[src/rtl/spe_pkg.sv]
package spe_pkg;
  typedef enum logic {
    SRC_DEMAND   = 1'b0,
    SRC_PREFETCH = 1'b1
  } req_src_e;
endpackage

[src/rtl/spe_stride_detect.sv]
module spe_stride_detect #(
  parameter int BLK_W = 30
) (
  input  logic             clk,
  input  logic             rst_n,
  input  logic             acc_valid,
  input  logic [BLK_W-1:0] acc_blk,
  output logic             trig,
  output logic [BLK_W-1:0] trig_blk
);
  logic [1:0]       fill_q, fill_nxt;
  logic [BLK_W-1:0] h_old_q, h_mid_q, h_new_q;
  logic [BLK_W-1:0] d_prev, d_cur;

  always_comb begin
    d_prev   = h_new_q - h_mid_q;
    d_cur    = acc_blk - h_new_q;
    trig     = acc_valid && (fill_q >= 2'd2) && (d_cur == d_prev) && (d_cur != '0);
    trig_blk = acc_blk + d_cur;
    fill_nxt = fill_q;
    if (acc_valid && fill_q != 2'd3) fill_nxt = fill_q + 2'd1;
  end

  always_ff @(posedge clk or negedge rst_n) begin
    if (!rst_n) fill_q <= 2'd0;
    else        fill_q <= fill_nxt;
  end

  always_ff @(posedge clk) begin
    if (acc_valid) begin
      h_old_q <= h_mid_q;
      h_mid_q <= h_new_q;
      h_new_q <= acc_blk;
    end
  end

  // after a trigger the stored history holds two equal nonzero steps
  a_r3_hist_stride: assert property (@(posedge clk) disable iff (!rst_n)
    trig |=> ((h_new_q - h_mid_q) == (h_mid_q - h_old_q)) && (h_new_q != h_mid_q));
endmodule

[src/rtl/spe_inflight_table.sv]
module spe_inflight_table #(
  parameter int BLK_W = 30,
  parameter int DEPTH = 4
) (
  input  logic             clk,
  input  logic             rst_n,
  input  logic [BLK_W-1:0] lk_dmd_blk,
  input  logic [BLK_W-1:0] lk_pf_blk,
  input  logic             alloc_valid,
  input  logic [BLK_W-1:0] alloc_blk,
  input  logic             cpl_valid,
  input  logic [BLK_W-1:0] cpl_blk,
  output logic             hit_dmd,
  output logic             hit_pf,
  output logic             full
);
  localparam int IDX_W = (DEPTH > 1) ? $clog2(DEPTH) : 1;

  logic [DEPTH-1:0] vld_q, vld_nxt;
  logic [BLK_W-1:0] tag_q [DEPTH];
  logic [DEPTH-1:0] m_dmd, m_pf, m_alloc, m_cpl;
  logic [IDX_W-1:0] free_idx;
  logic             free_found;

  for (genvar g = 0; g < DEPTH; g++) begin : g_ent
    assign m_dmd[g]   = vld_q[g] && (tag_q[g] == lk_dmd_blk);
    assign m_pf[g]    = vld_q[g] && (tag_q[g] == lk_pf_blk);
    assign m_alloc[g] = vld_q[g] && (tag_q[g] == alloc_blk);
    assign m_cpl[g]   = vld_q[g] && cpl_valid && (tag_q[g] == cpl_blk);

    always_ff @(posedge clk) begin
      if (alloc_valid && free_idx == IDX_W'(g)) tag_q[g] <= alloc_blk;
    end
  end

  assign hit_dmd = |m_dmd;
  assign hit_pf  = |m_pf;
  assign full    = &vld_q;

  always_comb begin
    free_idx   = '0;
    free_found = 1'b0;
    for (int i = 0; i < DEPTH; i++) begin
      if (!vld_q[i] && !free_found) begin
        free_idx   = IDX_W'(i);
        free_found = 1'b1;
      end
    end
    vld_nxt = vld_q & ~m_cpl;
    if (alloc_valid) vld_nxt[free_idx] = 1'b1;
  end

  always_ff @(posedge clk or negedge rst_n) begin
    if (!rst_n) vld_q <= '0;
    else        vld_q <= vld_nxt;
  end

  // nothing is written into a full table
  a_r7_no_overflow: assert property (@(posedge clk) disable iff (!rst_n)
    alloc_valid |-> !full);
  // a block already in flight is never requested a second time
  a_r12_no_dup_alloc: assert property (@(posedge clk) disable iff (!rst_n)
    alloc_valid |-> (m_alloc == '0));
  // a written entry is occupied on the next cycle
  a_r9_alloc_lands: assert property (@(posedge clk) disable iff (!rst_n)
    alloc_valid |=> ($countones(vld_q) >= 1));
endmodule

[src/rtl/spe_req_arbiter.sv]
module spe_req_arbiter
  import spe_pkg::*;
#(
  parameter int BLK_W = 30
) (
  input  logic             clk,
  input  logic             rst_n,
  input  logic             dmd_valid,
  input  logic [BLK_W-1:0] dmd_blk,
  input  logic             dmd_hit,
  input  logic             pf_hit,
  input  logic             full,
  input  logic             req_ready,
  input  logic             trig,
  input  logic [BLK_W-1:0] trig_blk,
  output logic             dmd_ready,
  output logic             req_valid,
  output logic [BLK_W-1:0] req_blk,
  output req_src_e         req_src,
  output logic [BLK_W-1:0] slot_blk,
  output logic             dmd_issue,
  output logic             pf_issue,
  output logic             pf_squash
);
  logic             slot_v_q, slot_v_nxt;
  logic [BLK_W-1:0] slot_blk_q;
  logic             dmd_want, pf_want, pf_drop;

  assign slot_blk = slot_blk_q;

  always_comb begin
    dmd_want   = dmd_valid && !dmd_hit && !full;
    dmd_issue  = dmd_want && req_ready;
    dmd_ready  = dmd_hit || (!full && req_ready);
    pf_drop    = slot_v_q && (pf_hit || full);
    pf_want    = slot_v_q && !pf_drop && !dmd_want;
    pf_issue   = pf_want && req_ready;
    req_valid  = dmd_want || pf_want;
    req_src    = dmd_want ? SRC_DEMAND : SRC_PREFETCH;
    req_blk    = dmd_want ? dmd_blk : slot_blk_q;
    pf_squash  = pf_drop || (slot_v_q && !pf_issue && trig);
    slot_v_nxt = slot_v_q;
    if (trig)                     slot_v_nxt = 1'b1;
    else if (pf_drop || pf_issue) slot_v_nxt = 1'b0;
  end

  always_ff @(posedge clk or negedge rst_n) begin
    if (!rst_n) slot_v_q <= 1'b0;
    else        slot_v_q <= slot_v_nxt;
  end

  always_ff @(posedge clk) begin
    if (trig) slot_blk_q <= trig_blk;
  end

  // a waiting prefetch keeps its target until it leaves
  a_r8_pf_held: assert property (@(posedge clk) disable iff (!rst_n)
    (slot_v_q && !pf_issue && !pf_drop && !trig) |=> (slot_v_q && $stable(slot_blk_q)));
  // a demand issue always coincides with a handshake on the port
  a_r2_dmd_handshake: assert property (@(posedge clk) disable iff (!rst_n)
    dmd_issue |-> (req_valid && req_ready && dmd_ready));
endmodule

[src/rtl/stride_prefetch_engine.sv]
module stride_prefetch_engine
  import spe_pkg::*;
#(
  parameter int ADDR_W    = 32,
  parameter int BLK_SHIFT = 2,
  parameter int DEPTH     = 4,
  parameter int CNT_W     = 16
) (
  input  logic                        clk,
  input  logic                        rst_n,
  input  logic                        dmd_valid,
  output logic                        dmd_ready,
  input  logic [ADDR_W-1:0]           dmd_addr,
  output logic                        req_valid,
  input  logic                        req_ready,
  output logic [ADDR_W-BLK_SHIFT-1:0] req_blk,
  output logic                        req_is_pf,
  input  logic                        cpl_valid,
  input  logic [ADDR_W-BLK_SHIFT-1:0] cpl_blk,
  output logic [CNT_W-1:0]            cnt_pf_issued,
  output logic [CNT_W-1:0]            cnt_pf_squashed,
  output logic [CNT_W-1:0]            cnt_dmd_issued
);
  localparam int BLK_W = ADDR_W - BLK_SHIFT;

  logic [1:0]       rst_sync_q;
  logic             rst_core_n;
  logic [BLK_W-1:0] dmd_blk, slot_blk, trig_blk;
  logic             dmd_hit, pf_hit, full, trig;
  logic             dmd_issue, pf_issue, pf_squash;
  req_src_e         req_src;
  logic [CNT_W-1:0] c_pf_q, c_sq_q, c_dm_q, c_pf_nxt, c_sq_nxt, c_dm_nxt;

  always_ff @(posedge clk or negedge rst_n) begin
    if (!rst_n) rst_sync_q <= 2'b00;
    else        rst_sync_q <= {rst_sync_q[0], 1'b1};
  end
  assign rst_core_n = rst_sync_q[1];

  assign dmd_blk   = dmd_addr[ADDR_W-1:BLK_SHIFT];
  assign req_is_pf = (req_src == SRC_PREFETCH);

  spe_stride_detect #(.BLK_W(BLK_W)) u_stride (
    .clk      (clk),
    .rst_n    (rst_core_n),
    .acc_valid(dmd_valid && dmd_ready),
    .acc_blk  (dmd_blk),
    .trig     (trig),
    .trig_blk (trig_blk)
  );

  spe_inflight_table #(.BLK_W(BLK_W), .DEPTH(DEPTH)) u_table (
    .clk        (clk),
    .rst_n      (rst_core_n),
    .lk_dmd_blk (dmd_blk),
    .lk_pf_blk  (slot_blk),
    .alloc_valid(dmd_issue || pf_issue),
    .alloc_blk  (req_blk),
    .cpl_valid  (cpl_valid),
    .cpl_blk    (cpl_blk),
    .hit_dmd    (dmd_hit),
    .hit_pf     (pf_hit),
    .full       (full)
  );

  spe_req_arbiter #(.BLK_W(BLK_W)) u_arb (
    .clk      (clk),
    .rst_n    (rst_core_n),
    .dmd_valid(dmd_valid),
    .dmd_blk  (dmd_blk),
    .dmd_hit  (dmd_hit),
    .pf_hit   (pf_hit),
    .full     (full),
    .req_ready(req_ready),
    .trig     (trig),
    .trig_blk (trig_blk),
    .dmd_ready(dmd_ready),
    .req_valid(req_valid),
    .req_blk  (req_blk),
    .req_src  (req_src),
    .slot_blk (slot_blk),
    .dmd_issue(dmd_issue),
    .pf_issue (pf_issue),
    .pf_squash(pf_squash)
  );

  always_comb begin
    c_pf_nxt = c_pf_q + (pf_issue  ? CNT_W'(1) : CNT_W'(0));
    c_sq_nxt = c_sq_q + (pf_squash ? CNT_W'(1) : CNT_W'(0));
    c_dm_nxt = c_dm_q + (dmd_issue ? CNT_W'(1) : CNT_W'(0));
  end

  always_ff @(posedge clk or negedge rst_core_n) begin
    if (!rst_core_n) begin
      c_pf_q <= '0;
      c_sq_q <= '0;
      c_dm_q <= '0;
    end else begin
      c_pf_q <= c_pf_nxt;
      c_sq_q <= c_sq_nxt;
      c_dm_q <= c_dm_nxt;
    end
  end

  assign cnt_pf_issued   = c_pf_q;
  assign cnt_pf_squashed = c_sq_q;
  assign cnt_dmd_issued  = c_dm_q;

  // the demand counter moves only on an accepted downstream demand
  a_r11_dmd_count: assert property (@(posedge clk) disable iff (!rst_core_n)
    (req_valid && req_ready && !req_is_pf) |=> (cnt_dmd_issued == $past(cnt_dmd_issued) + CNT_W'(1)));
  // the prefetch counter moves only on an accepted downstream prefetch
  a_r11_pf_count: assert property (@(posedge clk) disable iff (!rst_core_n)
    !(req_valid && req_ready && req_is_pf) |=> $stable(cnt_pf_issued));
  // a merged demand sends nothing downstream
  a_r6_merge_silent: assert property (@(posedge clk) disable iff (!rst_core_n)
    (dmd_valid && dmd_hit) |-> !(req_valid && !req_is_pf));
endmodule

[config.mk]
export PLATFORM = sky130hd
export DESIGN_NAME = stride_prefetch_engine
export DESIGN_NICKNAME = d
export VERILOG_FILES = /design/src/rtl/spe_pkg.sv /design/src/rtl/spe_stride_detect.sv /design/src/rtl/spe_inflight_table.sv /design/src/rtl/spe_req_arbiter.sv /design/src/rtl/stride_prefetch_engine.sv
export SDC_FILE = /design/constraint.sdc
export NUM_CORES = 1
export LEC_CHECK = 0
export BUFFER_PORTS_ARGS = -buffer_cell sky130_fd_sc_hd__buf_2
export CORE_MARGIN = 4
export CORE_UTILIZATION = 31
export DETAILED_ROUTE_END_ITERATION = 8
export HOLD_SLACK_MARGIN = 0.05
export MAX_ROUTING_LAYER = met4
export PLACE_DENSITY_LB_ADDON = 0.3
export SYNTH_ARGS = -nofsm -noshare
export SYNTH_HDL_FRONTEND = slang
export SYNTH_HIERARCHICAL = 1
export SYNTH_SLANG_ARGS = --single-unit
[constraint.sdc]
create_clock -name clk -period 7.3 [get_ports clk]
set_input_delay 1.825 -clock clk [delete_from_list [all_inputs] [get_ports clk]]
set_output_delay 1.825 -clock clk [all_outputs]
set_load 0.005 [all_outputs]
==> results of run 1 <==
-- power breakdown --
part | leakage [nW] | switching (mW) | internal, mW
Sequential | 2.66 | 0.158 | 1.93
Combinational | 5.48 | 1.50 | 1.14
Clock | 0.579 | 0.701 | 1.05
-- synthesized netlist by cell type, types with 5 or more instances --
master	count	area (um2)
xnor2_1	333	2920
edfxtp_1	210	6310
xor2_1	171	1500
ha_1	99	1240
nand4_1	90	563
inv_1	87	327
a21oi_1	72	360
dfrtp_1	57	1430
nand2_1	55	206
nor2_1	54	203
nor4_1	51	319
a21o_1	37	278
nand3_1	32	160
o21ai_0	30	150
clkbuf_1	28	105
mux2_2	28	315
nor3_1	18	90.1
nand2b_1	17	106
o21a_1	16	120
and3_1	11	68.8
o211ai_1	11	82.6
nor2b_1	9	56.3
a31oi_1	7	43.8
buf_6	7	78.8
o21bai_1	7	52.6
and2_1	6	37.5
o21ai_1	6	30.0
or4_1	6	45.0
and4_1	5	43.8
or2_2	5	31.3
-- critical path, cell delays in order --
cell and delay, ns:
buf_2 0.24, buf_4 0.19, inv_1 0.05, ha_1 0.22, fa_1 0.41, nand2b_1 0.21, a21oi_1 0.23, nor3_1 0.07
a2bb2oi_1 0.15, or4_1 0.55, or4_1 0.40, or4_1 0.50, nor4_1 0.35, buf_4 0.18, nand4b_1 0.10, nor4_2 0.30
a2111oi_4 0.12, buf_4 0.18, o31ai_1 0.23, a31oi_1 0.12, ha_2 0.24, ha_4 0.17, nand3_2 0.08, buf_4 0.11
nor2_1 0.05, buf_4 0.13, xor2_1 0.13
-- routing by layer --
metal	global-route usage [%]	up-vias
li1	-	6554
met1	32.0	6985
met2	33.9	460
met3	3.01	77
met4	4.11	0
met5	-	-
-- worst max-delay path by stage --
| stage | startpoint | endpoint | slack, ns | cells past startpoint |
|---|---|---|---|---|
| 3_3_place_gp | dmd_addr[21] | cnt_pf_squashed[14] | -1.10 | 28 |
| 2_1_floorplan | dmd_addr[12] | cnt_pf_squashed[14] | -0.17 | 25 |
| 4_1_cts | dmd_addr[23] | cnt_pf_squashed[14] | 0.07 | 29 |
| 5_1_grt | dmd_addr[23] | cnt_pf_squashed[14] | -0.003 | 29 |
| 3_5_place_dp | dmd_addr[21] | cnt_pf_squashed[14] | -1.03 | 28 |
| 6_report | dmd_addr[2] | cnt_pf_squashed[6] | 0.18 | 27 |
-- flip-flops by register name, indices dropped and copies added (netlist names) --
| name | flops |
|---|---|
| u_table/vld_q | 4 |
| cnt_pf_squashed | 16 |
| cnt_pf_issued | 16 |
| u_arb/slot_blk | 30 |
| u_table/tag_q | 120 |
| u_stride/h_new_q | 30 |
| cnt_dmd_issued | 16 |
| u_stride/h_mid_q | 30 |
| rst_sync_q | 2 |
| u_stride/fill_q | 2 |
| u_arb/slot_v_q | 1 |
-- through the flow --
step | util [%] | hold WS, ns
2_1_floorplan | - | 0.331
3_3_place_gp | 35.9 | 0.171
3_5_place_dp | 35.9 | 0.182
4_1_cts | 38.0 | 0.177
5_1_grt | 38.1 | 0.199
6_report | 38.1 | 0.164
-- logic make-up (layout without fill, tap and decap cells) --
logic type,Yosys count,count (layout)
xor gates and xnor gates,509,509
and+or+nand+nor,394,394
DFF,267,267
AOI/OAI and AO/OA,231,231
buffers and inverters,125,427
adders and majority gates,102,102
muxes,31,31
other,1,4
-- area by class of cell --
class	instances	area share (%)
Multi-Input combinational cell	1268	45.8
Clock buffer	51	4.81
Timing Repair Buffer	276	7.88
Sequential cell	267	35.1
Inverter	87	1.48
Tap cell	765	4.34
Clock inverter	13	0.545
Antenna cell	3	0.0341
-- what timing repair did --
item | 4_1_cts | 5_1_grt
buffers inserted | 0 | 1
pin swaps | 1 | 5
setup endpoints to repair | 12 | 9
resized for setup | 5 | 2
==> impl_metrics.tcl, run 1 <==
set metrics [dict create \
    seq_area_frac_synth_pct 42.4 \
    finalHoldViolCount 0 \
    fmax_mhz 140 \
    grt_first_pass_wirelength_mm 99.2 \
    fin_nets 2104 \
    stdcell_count 2730 \
    grt-ovfl-total 0 \
    peakVddDrop_v 0.000159 \
    synth-simple-area-share_pct 12.5 \
    setup_viol 0 \
    grt_max_degree 41 \
    place_ws_ns -1.03 \
    reg2reg_slack_ns 1.07 \
    synth_fp_nets 1829 \
    synth-compound-area-share_pct 8.37 \
    synthArstFlopShare_pct 21.3 \
    top_layer "met4" \
    gr-usage-all-layers_pct 22.2 \
    antenna_found_initial 3 \
    firstDrtPassIters 5 \
    tns_ns 0 \
    grt_pass1_vias 13872 \
    cap_violations 0 \
    worst_pin_slew_ns 1.18 \
    dpl.cell_count 2662 \
    n_fill_cell 5760 \
    cts_tree "yes" \
    finalMaxSlewViolations 0 \
    clockRootBuffer "clkbuf_16" \
    syn-cell-area_um2 18200 \
    wl_met1_mm 33.3 \
    viasPerCell 5.16 \
    clk_pin_slew_ns 0.06 \
    start_util_pct 31.5 \
    end_kind "register" \
    dp_hpwl_mm 56.9 \
    wl_mm 69.5 \
    fp.dieW_um 250 \
    multiInputGateArea_um2 10100 \
    status "finished clean" \
    required_ns 7.73 \
    coreArea_um2 57900 \
    syn_inst 1660 \
    ant_nets 0 \
    synth_adder_area_share_pct 7.13 \
    clock-sinks 267 \
    die_y_um 250 \
    synth_seq_cells 267 \
    ys_types 85 \
    placed_area_um2 20800 \
    wl_met3_mm 3.82 \
    drc_errors 0 \
    path_class "input port to register" \
    power.density_nw_per_um2 294 \
    rr_endpoint "cnt_pf_squashed[14]" \
    final_common_cell "xnor2_1" \
    syn_avg_cell_area_um2 11.0 \
    ys.flop_type "edfxtp_1" \
    drive_gt1_share_pct 20.7 \
    setup_slack_ns 0.180 \
    fp.dieArea_um2 62700 \
    drt-initial-drc-count 1344 \
    period_share_pct 97.5 \
    clkLatencyLatePin_ns 0.55 \
    num_vias 14076 \
    wire_per_inst_um 25.5 \
    fin_crit_ns 7.12 \
    skew_ns 0.0231 \
    cts_hold_buf 0 \
    synth_xor_area_share_pct 24.8 \
    wl_met2_mm 31.1 \
    synth_warnings 6 \
    slew_headroom_pct 21.0 \
    cp_max_fo 4 \
    io_pins 148 \
    cellLeakagePower_nw 8.72 \
    cts.path.max_buffers 3 \
    area_delta_synth_final_pct 21.0 \
    final_cell_mix "330 x xnor2_1, 210 x edfxtp_1, 171 x xor2_1, 144 x buf_2, 130 x buf_4" \
    gp_congestion 1.01 \
    hp-class "register to asynchronous set/reset pin" \
    reg2reg_from "u_table/tag_q[3][21]" \
    port_buffers 145 \
    synth_edf_count 210 \
    numCtsBuffers 35 \
    r2r_cells 28 \
    htreeDepth 2 \
    synthMuxAreaShare_pct 1.91 \
    total_power_mw 6.49 \
    rows 88 \
    critPathLaunchType "input port" \
    register_area_um2 7730 \
    synth_top_family_by_area "XOR/XNOR gates" \
    cp_data_arrival_time_ns 7.55 \
    postLayoutCellArea_um2 22000 \
]
Note: power is estimated with default switching activity, not from simulation.
==> run 2, diff against run 1 <==
REMOVE_ABC_BUFFERS = 1   (was not set)
==> impl_metrics.tcl, run 2 (synthesis gave the netlist of run 1 again) <==
set metrics [dict create \
    status "finished clean" \
    place_ws_ns -0.968 \
    coreArea_um2 57900 \
    required_ns 5.48 \
    crit_chain "buf_2, xor2_1, nor4_1, buf_4, nand4_1, nand4_1, buf_4, nor3b_4, buf_4, mux2_2, buf_2" \
    rr_endpoint "cnt_pf_squashed[8]" \
    peakVddDrop_v 0.000168 \
    skew_ns 0.0276 \
    setup_slack_ns 0.299 \
    ant_nets 0 \
    gp_congestion 1.03 \
    drt-initial-drc-count 1325 \
    hold_start "rst_sync_q[0]" \
    antenna_cells 0 \
    cp_max_fo 22 \
    r2r_cells 29 \
    cts.path.max_buffers 3 \
    clock-sinks 267 \
    wire_per_inst_um 25.1 \
    clkLatencyLatePin_ns 0.55 \
    rsz0062_at_grt "no" \
    path_class "input port to primary output" \
    clk_pin_slew_ns 0.05 \
    min_path_cells 0 \
    cp_data_arrival_time_ns 5.18 \
    cellLeakagePower_nw 8.64 \
    numCtsBuffers 34 \
    grt_max_degree 62 \
    fmax_mhz 143 \
    drive_gt1_share_pct 20.0 \
    fin_crit_ns 7.00 \
    finalHoldViolCount 0 \
    cap_violations 0 \
    num_vias 14174 \
    total_power_mw 6.34 \
    rows 88 \
    finalMaxSlewViolations 0 \
    critPathLaunchType "input port" \
    die_y_um 250 \
    slowest_delay_ns 0.63 \
    top_register "u_table/tag_q" \
    grt-ovfl-total 0 \
    hp-class "register to register" \
    io_pins 148 \
    worst-path-buf-inv 5 \
    gr-usage-all-layers_pct 21.8 \
    end_kind "primary output" \
    viasPerCell 5.22 \
    setup_viol 0 \
    period_share_pct 95.9 \
    slew_headroom_pct 38.5 \
    start_util_pct 31.5 \
    antenna_found_initial 1 \
    fp.dieW_um 250 \
    reg2reg_slack_ns 1.33 \
    post_cts_buffers 0 \
    cpMostUsedCell "buf_4" \
    fin_nets 2097 \
    critPathTopFamily "buffers and inverters" \
    area_delta_synth_final_pct 20.1 \
    port_buffers 145 \
    fp.dieArea_um2 62700 \
    dp_hpwl_mm 54.9 \
    drc_errors 0 \
    worst_pin_slew_ns 0.915 \
    cts_tree "yes" \
    final_cell_mix "329 x xnor2_1, 210 x edfxtp_1, 171 x xor2_1, 144 x buf_2, 124 x buf_4" \
    reg2reg_from "u_table/tag_q[3][0]" \
    grt_pass1_vias 14449 \
    cp_slowest_cell "nor3b_4" \
    htreeDepth 2 \
    firstDrtPassIters 5 \
    clockRootBuffer "clkbuf_16" \
    wl_mm 68.3 \
    hold_end "rst_sync_q[1]" \
    grt_first_pass_wirelength_mm 98.0 \
    final_common_cell "xnor2_1" \
    n_fill_cell 5850 \
    power.density_nw_per_um2 290 \
    largest_reg_flops 120 \
]
## run 2: cell count changes in the layout (fill, tap and decap cells not counted), moves of 2 or more
cell,change
clkbuf_1,+2
nor4_2,+2
clkinv_1,+5
inv_6,-2
clkbuf_8,-5
diode_2,-3
nor4_1,-2
inv_4,-2
buf_4,-6
## run 2: metrics by stage
step / TNS [ns] / area (um2) / cells / hold slack (ns) / util, %
floorplan: -62.36 / 18000 / 1622 / 0.331 / -
global placement: -19.43 / 20700 / 2657 / 0.340 / 35.8
detailed placement: -20.81 / 20700 / 2657 / 0.342 / 35.8
CTS: 0 / 21800 / 2717 / 0.362 / 37.7
global route: 0 / 21900 / 2717 / 0.371 / 37.8
finish: 0 / 21900 / 2717 / 0.354 / 37.8
## run 2: cell type report
| class | count | area [um2] | area share [%] |
|---|---|---|---|
| clock inverters | 13 | 93.8 | 0.429 |
| multi-input cells | 1268 | 10100 | 46.2 |
| well taps | 765 | 957 | 4.37 |
| clock buffers | 47 | 973 | 4.45 |
| flip-flops and latches | 267 | 7730 | 35.3 |
| inverters | 87 | 327 | 1.49 |
| repair buffers | 270 | 1690 | 7.73 |
## run 2: timing repair
action,4_1_cts,5_1_grt
pin swaps,1,8
gates cloned,0,0
resized for setup,7,9
hold buffers,0,0
setup endpoints to repair,12,9
## run 2: metal layers
layer / routed length, um / GRT usage [%] / vias to the layer above
li1: - / - / 6538
met1: 29600 / 27.4 / 7059
met2: 32300 / 35.7 / 448
met3: 3080 / 2.92 / 129
met4: 3330 / 8.62 / 0
met5: 0 / - / -
## run 2: power by group
| part | leakage [nW] | total [mW] | switching, mW | internal [mW] |
|---|---|---|---|---|
| sequential | 2.66 | 2.10 | 0.167 | 1.93 |
| clock | 0.520 | 1.65 | 0.678 | 0.968 |
| combinational | 5.47 | 2.60 | 1.48 | 1.12 |
## run 2: worst max path at each step
stage	start	end	cells past startpoint
floorplan	dmd_addr[2]	cnt_pf_squashed[12]	24
global placement	dmd_addr[25]	cnt_pf_squashed[12]	29
finish	dmd_addr[31]	req_blk[16]	11
global route	dmd_addr[2]	cnt_pf_squashed[12]	29
CTS	dmd_addr[17]	cnt_pf_squashed[8]	30
detailed placement	dmd_addr[25]	cnt_pf_squashed[12]	29
==> run 3, diff against run 2 <==
CORE_UTILIZATION = 40   (was 31)
==> impl_metrics.tcl, run 3 (synthesis gave the netlist of run 1 again) <==
set metrics [dict create \
    status "finished clean" \
    cts.path.max_buffers 3 \
    cts_tree "yes" \
    grt_first_pass_wirelength_mm 96.7 \
    fp.dieW_um 221 \
    drive_gt1_share_pct 19.9 \
    final_common_cell "xnor2_1" \
    min_path_cells 0 \
    grt-ovfl-total 0 \
    hp-class "register to register" \
    dp_hpwl_mm 53.2 \
    worst_pin_slew_ns 1.05 \
    largest_reg_flops 120 \
    cp.depth 28 \
    clk_pin_slew_ns 0.06 \
    critPathLaunchType "input port" \
    period_share_pct 95.7 \
    cp_data_arrival_time_ns 7.40 \
    fp.dieArea_um2 49000 \
    power.density_nw_per_um2 292 \
    cpMostUsedCell "buf_4" \
    n_fill_cell 4142 \
    cp_slowest_cell "or4_1" \
    firstDrtPassIters 7 \
    path_class "input port to register" \
    place_ws_ns -0.490 \
    wl_mm 66.8 \
    critPathTopFamily "simple AND/OR/NAND/NOR gates" \
    multiInputGateArea_um2 10000 \
    grt_max_degree 62 \
    htreeDepth 2 \
    clockRootBuffer "clkbuf_16" \
    finalHoldViolCount 0 \
    viasPerCell 5.56 \
    r2r_cells 29 \
    cp_max_fo 5 \
    fin_nets 2095 \
    fmax_mhz 143 \
    reg2reg_from "u_table/tag_q[3][21]" \
    clkLatencyLatePin_ns 0.55 \
    tns_ns 0 \
    drt-initial-drc-count 1273 \
    postLayoutCellArea_um2 21600 \
    slowest_delay_ns 0.53 \
    area_delta_synth_final_pct 18.4 \
    required_ns 7.72 \
    peakVddDrop_v 0.000173 \
    fin_crit_ns 6.98 \
    slew_headroom_pct 29.6 \
    gp_congestion 1.01 \
    worst-path-buf-inv 8 \
    total_power_mw 6.29 \
    clock-sinks 267 \
    setup_slack_ns 0.317 \
    grt_pass1_vias 14176 \
    hold_start "rst_sync_q[0]" \
    antenna_cells 0 \
    numCtsBuffers 34 \
    rsz0062_at_grt "no" \
    io_pins 148 \
    cellLeakagePower_nw 8.59 \
    drc_errors 0 \
    final_cell_mix "332 x xnor2_1, 210 x edfxtp_1, 171 x xor2_1, 144 x buf_2, 121 x buf_4" \
    num_vias 14138 \
    end_kind "register" \
    gr-usage-all-layers_pct 27.2 \
    setup_viol 0 \
    antenna_found_initial 0 \
    die_y_um 221 \
    finalMaxSlewViolations 0 \
    cts_hold_buf 0 \
    top_register "u_table/tag_q" \
    wire_per_inst_um 26.3 \
    rows 77 \
    startpoint "dmd_addr[2]" \
    skew_ns 0.0210 \
    cap_violations 0 \
    port_buffers 145 \
    start_util_pct 40.9 \
    placed_area_um2 20500 \
    coreArea_um2 44600 \
    register_area_um2 7730 \
    ant_nets 0 \
]
run 3: what timing repair did:
| action | in CTS | in global routing |
|---|---|---|
| gates resized for setup | 0 | 7 |
| endpoints found under the hold margin | 0 | 0 |
| setup endpoints to repair | 0 | 10 |
| buffers inserted | 0 | 1 |
run 3: worst register-to-register path: cells and delay by family, from the launching register on:
kind	cells	cell delay [ns]
xor+xnor	2	0.39
buf+inv	5	0.80
compound gates	4	0.60
fa+ha+maj	2	0.36
simple gates	16	3.18
flops	1	0.57
run 3: area by class of cell:
| type | count | share of cell area [%] |
|---|---|---|
| inverter | 87 | 1.51 |
| sequential | 267 | 35.8 |
| timing repair buffer | 268 | 7.77 |
| multi-input combinational | 1268 | 46.5 |
| clock inverter | 14 | 0.365 |
| tap | 592 | 3.43 |
| clock buffer | 45 | 4.52 |
run 3: worst paths after layout:
check | end | slack, ns
setup / recovery | cnt_pf_squashed[6] | 0.32
hold / removal | rst_sync_q[1] | 0.37
setup reg to reg | cnt_pf_squashed[12] | 1.30
hold reg to reg | rst_sync_q[1] | 0.37
max in group asynchronous | rst_sync_q[1] | 6.13
min in group asynchronous | cnt_pf_issued[15] | 0.39
run 3: where the power goes:
group | internal, mW | switching, mW | total [mW]
Combinational | 1.12 | 1.45 | 2.57
Sequential | 1.93 | 0.168 | 2.10
Clock | 0.939 | 0.681 | 1.62
run 3: per-stage QoR:
stage / instances / hold WS (ns) / utilization [%]
floorplan: 1622 / 0.331 / -
global placement: 2481 / 0.335 / 45.9
detailed placement: 2481 / 0.360 / 45.9
CTS: 2540 / 0.373 / 48.3
global route: 2541 / 0.370 / 48.4
finish: 2541 / 0.370 / 48.4
run 3: metal layers:
layer	wire length (um)	GRT usage [%]
met2	31700	44.0
met1	28900	35.5
met3	3240	2.88
met4	2930	10.5
met5	0	-
